<file path="config.mk">
export PLATFORM = sky130hd
export DESIGN_NAME = i2c_wiper_regs
export DESIGN_NICKNAME = d
export VERILOG_FILES = /design/src/rtl/wiper_pkg.sv /design/src/rtl/i2c_pin_sync.sv /design/src/rtl/wiper_regfile.sv /design/src/rtl/i2c_wiper_regs.sv
export SDC_FILE = /design/constraint.sdc
export NUM_CORES = 1
export LEC_CHECK = 0
export ABC_CLOCK_PERIOD_IN_PS = 4100
export BUFFER_PORTS_ARGS = -buffer_cell sky130_fd_sc_hd__buf_2
export CAP_MARGIN = 10
export CORE_ASPECT_RATIO = 0.8
export CORE_UTILIZATION = 35
export CTS_CLUSTER_DIAMETER = 120
export DETAILED_ROUTE_END_ITERATION = 12
export PLACE_DENSITY = 0.52
export SYNTH_ARGS = -nofsm -noshare
export SYNTH_HDL_FRONTEND = slang
export SYNTH_SLANG_ARGS = --single-unit
</file>
<file path="constraint.sdc">
create_clock -name clk -period 4.1 [get_ports clk]
set_clock_uncertainty 0.15 [all_clocks]
set_input_delay 0.41 -clock clk [delete_from_list [all_inputs] [get_ports clk]]
set_output_delay 0.41 -clock clk [all_outputs]
set_load 0.05 [all_outputs]
</file>
<file path="src/rtl/wiper_pkg.sv">
package wiper_pkg;
  localparam logic [3:0] ID_PREFIX    = 4'b1010;
  localparam logic [7:0] CTRL_ADDR    = 8'h08;
  localparam int         BUSY_BIT     = 5;
  localparam int         STORE_BIT    = 7;
  localparam logic [7:0] CTRL_RW_MASK = 8'h5F;

  typedef enum logic [3:0] {
    S_IDLE, S_DEV, S_DEV_ACK, S_REG, S_REG_ACK,
    S_WDATA, S_WDATA_ACK, S_RDATA, S_RACK, S_WAIT
  } bus_state_t;
endpackage

</file>
<file path="src/rtl/i2c_pin_sync.sv">
module i2c_pin_sync #(
  parameter int STAGES = 2
) (
  input  logic clk,
  input  logic rst,
  input  logic scl_i,
  input  logic sda_i,
  output logic scl_s,
  output logic sda_s,
  output logic scl_rise,
  output logic scl_fall,
  output logic start_det,
  output logic stop_det
);
  logic [STAGES-1:0] scl_pipe, sda_pipe;
  logic scl_q, sda_q;

  always_ff @(posedge clk) begin
    if (rst) begin
      scl_pipe <= '1;
      sda_pipe <= '1;
      scl_q    <= 1'b1;
      sda_q    <= 1'b1;
    end else begin
      scl_pipe <= {scl_pipe[STAGES-2:0], scl_i};
      sda_pipe <= {sda_pipe[STAGES-2:0], sda_i};
      scl_q    <= scl_pipe[STAGES-1];
      sda_q    <= sda_pipe[STAGES-1];
    end
  end

  assign scl_s     = scl_pipe[STAGES-1];
  assign sda_s     = sda_pipe[STAGES-1];
  assign scl_rise  = scl_s & ~scl_q;
  assign scl_fall  = ~scl_s & scl_q;
  assign start_det = scl_s & scl_q & sda_q & ~sda_s;
  assign stop_det  = scl_s & scl_q & ~sda_q & sda_s;
endmodule

</file>
<file path="src/rtl/wiper_regfile.sv">
module wiper_regfile #(
  parameter int         NUM_WIPERS   = 4,
  parameter int         STORE_CYCLES = 50000,
  parameter logic [7:0] WIPER_RESET  = 8'h80
) (
  input  logic                    clk,
  input  logic                    rst,
  input  logic                    wr_en,
  input  logic [7:0]              wr_addr,
  input  logic [7:0]              wr_data,
  input  logic [7:0]              rd_addr,
  output logic [7:0]              rd_data,
  output logic                    busy,
  output logic [NUM_WIPERS*8-1:0] wiper_flat
);
  import wiper_pkg::*;

  localparam int TW = $clog2(STORE_CYCLES + 1);
  localparam int IW = (NUM_WIPERS > 1) ? $clog2(NUM_WIPERS) : 1;

  logic [7:0]    wipers [NUM_WIPERS];
  logic [7:0]    ctrl_q;
  logic [TW-1:0] timer;
  logic          wr_ok;
  logic [7:0]    ctrl_view;

  assign busy  = (timer != '0);
  assign wr_ok = wr_en && !busy;

  always_ff @(posedge clk) begin
    if (rst) begin
      for (int i = 0; i < NUM_WIPERS; i++) wipers[i] <= WIPER_RESET;
      ctrl_q <= '0;
      timer  <= '0;
    end else begin
      if (busy) timer <= timer - TW'(1);
      if (wr_ok) begin
        if (int'(wr_addr) < NUM_WIPERS) begin
          wipers[wr_addr[IW-1:0]] <= wr_data;
        end else if (wr_addr == CTRL_ADDR) begin
          ctrl_q <= wr_data & CTRL_RW_MASK;
          if (wr_data[STORE_BIT]) timer <= TW'(STORE_CYCLES);
        end
      end
    end
  end

  always_comb begin
    ctrl_view           = ctrl_q;
    ctrl_view[BUSY_BIT] = busy;
    if (int'(rd_addr) < NUM_WIPERS) rd_data = wipers[rd_addr[IW-1:0]];
    else if (rd_addr == CTRL_ADDR)  rd_data = ctrl_view;
    else                            rd_data = 8'h00;
  end

  for (genvar g = 0; g < NUM_WIPERS; g++) begin : g_out
    assign wiper_flat[g*8 +: 8] = wipers[g];
  end
endmodule

</file>
<file path="src/rtl/i2c_wiper_regs.sv">
module i2c_wiper_regs #(
  parameter int         NUM_WIPERS   = 4,
  parameter int         STORE_CYCLES = 50000,
  parameter int         RESET_HOLD   = 64,
  parameter logic [7:0] WIPER_RESET  = 8'h80
) (
  input  logic                    clk,
  input  logic                    rst,
  input  logic                    scl_i,
  input  logic                    sda_i,
  input  logic [2:0]              addr_pins,
  output logic                    sda_oe,
  output logic [NUM_WIPERS*8-1:0] wiper_o
);
  import wiper_pkg::*;

  localparam int HW = $clog2(RESET_HOLD + 1);

  logic scl_s, sda_s, scl_rise, scl_fall, start_det, stop_det;
  logic [HW-1:0] hold_cnt;
  logic          ready;
  bus_state_t    state;
  logic [3:0]    cnt;
  logic [7:0]    shreg, txsh, ptr, rd_data, wr_addr, wr_data;
  logic          rw, wr_en, busy;

  i2c_pin_sync #(.STAGES(2)) u_sync (
    .clk(clk), .rst(rst), .scl_i(scl_i), .sda_i(sda_i),
    .scl_s(scl_s), .sda_s(sda_s), .scl_rise(scl_rise), .scl_fall(scl_fall),
    .start_det(start_det), .stop_det(stop_det)
  );

  wiper_regfile #(
    .NUM_WIPERS(NUM_WIPERS), .STORE_CYCLES(STORE_CYCLES), .WIPER_RESET(WIPER_RESET)
  ) u_regs (
    .clk(clk), .rst(rst), .wr_en(wr_en), .wr_addr(wr_addr), .wr_data(wr_data),
    .rd_addr(ptr), .rd_data(rd_data), .busy(busy), .wiper_flat(wiper_o)
  );

  assign ready = (hold_cnt == HW'(RESET_HOLD));

  always_ff @(posedge clk) begin
    if (rst)         hold_cnt <= '0;
    else if (!ready) hold_cnt <= hold_cnt + HW'(1);
  end

  always_ff @(posedge clk) begin
    if (rst) begin
      state   <= S_IDLE;
      cnt     <= '0;
      shreg   <= '0;
      txsh    <= '0;
      ptr     <= '0;
      rw      <= 1'b0;
      sda_oe  <= 1'b0;
      wr_en   <= 1'b0;
      wr_addr <= '0;
      wr_data <= '0;
    end else begin
      wr_en <= 1'b0;
      if (start_det && ready) begin
        state  <= S_DEV;
        cnt    <= '0;
        sda_oe <= 1'b0;
      end else if (stop_det) begin
        state  <= S_IDLE;
        sda_oe <= 1'b0;
      end else begin
        case (state)
          S_DEV, S_REG, S_WDATA: begin
            if (scl_rise) begin
              shreg <= {shreg[6:0], sda_s};
              cnt   <= cnt + 4'd1;
            end else if (scl_fall && cnt == 4'd8) begin
              cnt <= '0;
              if (state == S_DEV) begin
                if (shreg[7:4] == ID_PREFIX && shreg[3:1] == addr_pins) begin
                  rw     <= shreg[0];
                  sda_oe <= 1'b1;
                  state  <= S_DEV_ACK;
                end else begin
                  state <= S_WAIT;
                end
              end else if (state == S_REG) begin
                ptr    <= shreg;
                sda_oe <= 1'b1;
                state  <= S_REG_ACK;
              end else begin
                wr_en   <= 1'b1;
                wr_addr <= ptr;
                wr_data <= shreg;
                sda_oe  <= 1'b1;
                state   <= S_WDATA_ACK;
              end
            end
          end
          S_DEV_ACK: begin
            if (scl_fall) begin
              if (rw) begin
                state  <= S_RDATA;
                sda_oe <= ~rd_data[7];
                txsh   <= {rd_data[6:0], 1'b0};
                cnt    <= 4'd1;
              end else begin
                state  <= S_REG;
                sda_oe <= 1'b0;
              end
            end
          end
          S_REG_ACK, S_WDATA_ACK: begin
            if (scl_fall) begin
              sda_oe <= 1'b0;
              state  <= S_WDATA;
              if (state == S_WDATA_ACK) ptr <= ptr + 8'd1;
            end
          end
          S_RDATA: begin
            if (scl_fall) begin
              if (cnt == 4'd8) begin
                sda_oe <= 1'b0;
                state  <= S_RACK;
              end else begin
                sda_oe <= ~txsh[7];
                txsh   <= {txsh[6:0], 1'b0};
                cnt    <= cnt + 4'd1;
              end
            end
          end
          S_RACK: begin
            if (scl_rise) begin
              if (sda_s) state <= S_WAIT;
              else       ptr   <= ptr + 8'd1;
            end else if (scl_fall) begin
              state  <= S_RDATA;
              sda_oe <= ~rd_data[7];
              txsh   <= {rd_data[6:0], 1'b0};
              cnt    <= 4'd1;
            end
          end
          default: ;
        endcase
      end
    end
  end
endmodule

</file>
==> run metrics <==
power density over cell area=554 mW/mm^2; Die X=146 um; # clock sinks=119; Mapped Nets=602; asr flop ratio synth=0; final setup TNS=0 ps; Post-synth EDFFs=32; post-CTS resize count=0; n_diodes=0; Static Leak=0.00245 uW; Die Y=117 um; clock share of power=0.401; critical path type=flip-flop to flip-flop; Worst Path Required=4030 ps; Critical Path AT=3160 ps; Max Freq=309 MHz; HPWL after DPL=10.3 mm; Post-CTS Setup Inserts=0; Root Buffer=clkbuf_16; reg2reg end=u_regs.wipers[2][5]$_SDFFCE_PN0P_; leading cell type in the layout, fill and taps excluded=dfxtp_1; endpoints failing hold=0; fill count=1543; Max Slew Vio Count=0; initial antenna violation count=1; peak supply drop=0.000247 V; Yosys cell types=65; fraction of layout cells with a size suffix above 1=0.177; RSZ-0062 raised after global routing=no; # rows=41; hold_buf cts=0; CTS tree=yes; Ports=40; CP max FO=8; synthesis-to-finish area growth=17.0%; GR Overflow Total=0; cell depth of the worst flop-to-flop path=7; CTS clk-pin slew, worst paths=60 ps; register bit count reported by yosys=119; Hold Crit Depth=2; # setup viols final=0; Reg area=0.00270 sq mm; drt pass-1 iters=5; crit path time final=3230 ps; CP startpoint kind=flip-flop; first-pass GRT wire length=23.1 mm; CTS Buffer Depth=2; Net Sw Frac=0.327; Tot GR Track Use=0.177; r2r setup slk=870 ps; vias in the first global route=4241; Max Cap Viol=0; Initial DRC Count=301; vias post-DR=4475; reg2reg start=u_regs.timer[0]$_SDFF_PP0_; slew margin rel.=0.321; die area=0.0170 sq mm; overall power=3740 uW; mapped cell area=0.00578 sq mm; status=complete, no violations; Psw=1220 uW; core area=0.0160 sq mm; sequential-to-total area share from yosys stat=0.468; Flop pwr share=0.382; syn_area_per_cell=9.90 sq um; GP Congestion=0.876; area of the multi-input gates=0.00289 sq mm; pin slew with the least headroom to its limit=1010 ps; Routed WL per cell=16.9 um; combinational power share=0.217; most frequent cells in the layout=87 x dfxtp_1, 71 x nor2_1, 39 x buf_2; largest net degree at the start of global routing=68; synthesized instance count=584; H-tree levels=4; Synth Flop Type=dfxtp_1; Final period util=0.788; Via-to-Cell Ratio=5.29; nets@finish=636; internal cell power=2520 uW; Initial Utilization=0.362; Port Buffer Count=39; total CTS buffers=17; Routed WL=14.3 mm; DRC=0; Worst setup EP type=flip-flop; Worst Hold Launch=sda_i; clock latency on the worst-skew pair=420 ps; Hold EP=u_sync.sda_pipe[0]$_SDFF_PP1_; Hold WC Path Type=primary input to flip-flop; antenna viol nets, final=0; Yosys Warn Count=0
[worst max-delay path, cell delays in order, from the launching register on]
cell,delay [ps]
dfxtp_1,330
inv_1,80
ha_1,140
or4b_1,540
or4_4,460
or4_4,520
nor3_4,260
a31o_1,420
[synth_stat cells (2+ instances only)]
library cell  number  share of area
and2_1            24          0.026
nor3_1            14          0.012
a31oi_1            6         0.0065
or3_1              4         0.0043
or4_4              3         0.0058
nand3b_1           2         0.0026
buf_2              2         0.0017
xor2_1            11          0.017
a2111oi_0          2         0.0030
nor4_1             5         0.0054
ha_1              11          0.024
and3_1            10          0.011
mux2i_1           34          0.059
nor3_2             2         0.0035
o22ai_1            3         0.0032
nand2_1           18          0.012
a21o_1             2         0.0026
o21a_1             3         0.0039
nand3_1           18          0.016
a31o_1             2         0.0030
o21ai_1            3         0.0026
dfxtp_1           87           0.30
o31ai_1            3         0.0039
or4b_1             2         0.0035
edfxtp_1          32           0.17
or2_2             14          0.015
inv_1             17          0.011
nor2b_1            6         0.0065
o21ai_0           14          0.012
nand2b_1          19          0.021
and4_1             2         0.0030
nand4b_1           3         0.0045
mux4_2             8          0.031
nor2_1            71          0.046
a21oi_1           35          0.030
o32ai_1            5         0.0076
xnor2_1           13          0.020
a221o_1            5         0.0087
a221oi_1           2         0.0030
o211ai_1           7         0.0091
a211oi_1           4         0.0052
and3b_1            3         0.0045
or4_1              3         0.0039
nor3b_1            5         0.0065
clkbuf_1          25          0.016
[worst max path at each step]
stage	start	endpoint	slack, ps	cells past startpoint
floorplan	u_regs.timer[0]$_SDFF_PP0_	u_regs.wipers[2][0]$_SDFFCE_PN0P_	1140	8
global placement	u_regs.timer[0]$_SDFF_PP0_	u_regs.wipers[2][3]$_SDFFCE_PN0P_	930	7
detailed placement	u_regs.timer[0]$_SDFF_PP0_	u_regs.wipers[2][5]$_SDFFCE_PN0P_	850	7
CTS	u_regs.timer[0]$_SDFF_PP0_	u_regs.wipers[2][7]$_SDFFCE_PN1P_	850	7
global route	u_regs.timer[0]$_SDFF_PP0_	u_regs.wipers[2][2]$_SDFFCE_PN0P_	750	7
finish	u_regs.timer[0]$_SDFF_PP0_	u_regs.wipers[2][5]$_SDFFCE_PN0P_	870	7
[per-layer routing]
metal / wire, um / track usage / up-vias
li1: - / - / 2177
met1: 7030 / 0.250 / 2197
met2: 6390 / 0.264 / 93
met3: 754 / 0.0484 / 8
met4: 99 / 0.0526 / 0
met5: 0 / 0 / -
[area by class of cell]
cell class,instances,share of cell area
Timing Repair Buffer,44,0.0344
Clock inverter,15,0.0263
Sequential cell,119,0.400
Multi-Input combinational cell,419,0.428
Clock buffer,17,0.0629
Inverter,17,0.00944
Tap cell,215,0.0398
[cells by family (layout without fill, tap and decap cells)]
| kind of cell | count (synthesis) | after routing | share of synthesized area |
|---|---|---|---|
| and+or+nand+nor | 240 | 240 | 0.236 |
| muxes | 42 | 42 | 0.0900 |
| DFF | 119 | 119 | 0.468 |
| xor gates and xnor gates | 24 | 24 | 0.0364 |
| AOI/OAI and AO/OA | 102 | 102 | 0.114 |
| adders and majority gates | 11 | 11 | 0.0238 |
| buffers and inverters | 46 | 93 | 0.0323 |
[power groups by stage]
stage / combinational, uW / sequential [uW] / clock, uW
floorplan: 670 / 1440 / 0
global placement: 789 / 1450 / 0
detailed placement: 809 / 1450 / 0
CTS: 813 / 1430 / 1530
global route: 898 / 1450 / 1590
finish: 813 / 1430 / 1500
[registers in the layout, summed over array words and instances, names as in the netlist, 2 cells and up, named ones only]
signal,cells
shreg,8
state,4
wr_data,8
u_sync.scl_pipe,2
u_regs.wipers,32
hold_cnt,7
u_regs.timer,16
cnt,4
wr_addr,8
u_regs.ctrl_q,6
u_sync.sda_pipe,2
txsh,7
ptr,8
[stage by stage]
step / hold WS (ps) / instance area (sq um) / setup WS, ps / utilization / instances
6_report: 21.3 / 6760 / 868 / 0.424 / 846
5_1_grt: 26.7 / 6760 / 747 / 0.424 / 846
4_1_cts: 4.48 / 6760 / 848 / 0.424 / 846
3_5_place_dp: 258 / 6160 / 852 / 0.386 / 814
3_3_place_gp: 253 / 6160 / 925 / 0.386 / 814
2_1_floorplan: 239 / 5780 / 1140 / - / 584
Power figures use the tool's default switching activity.
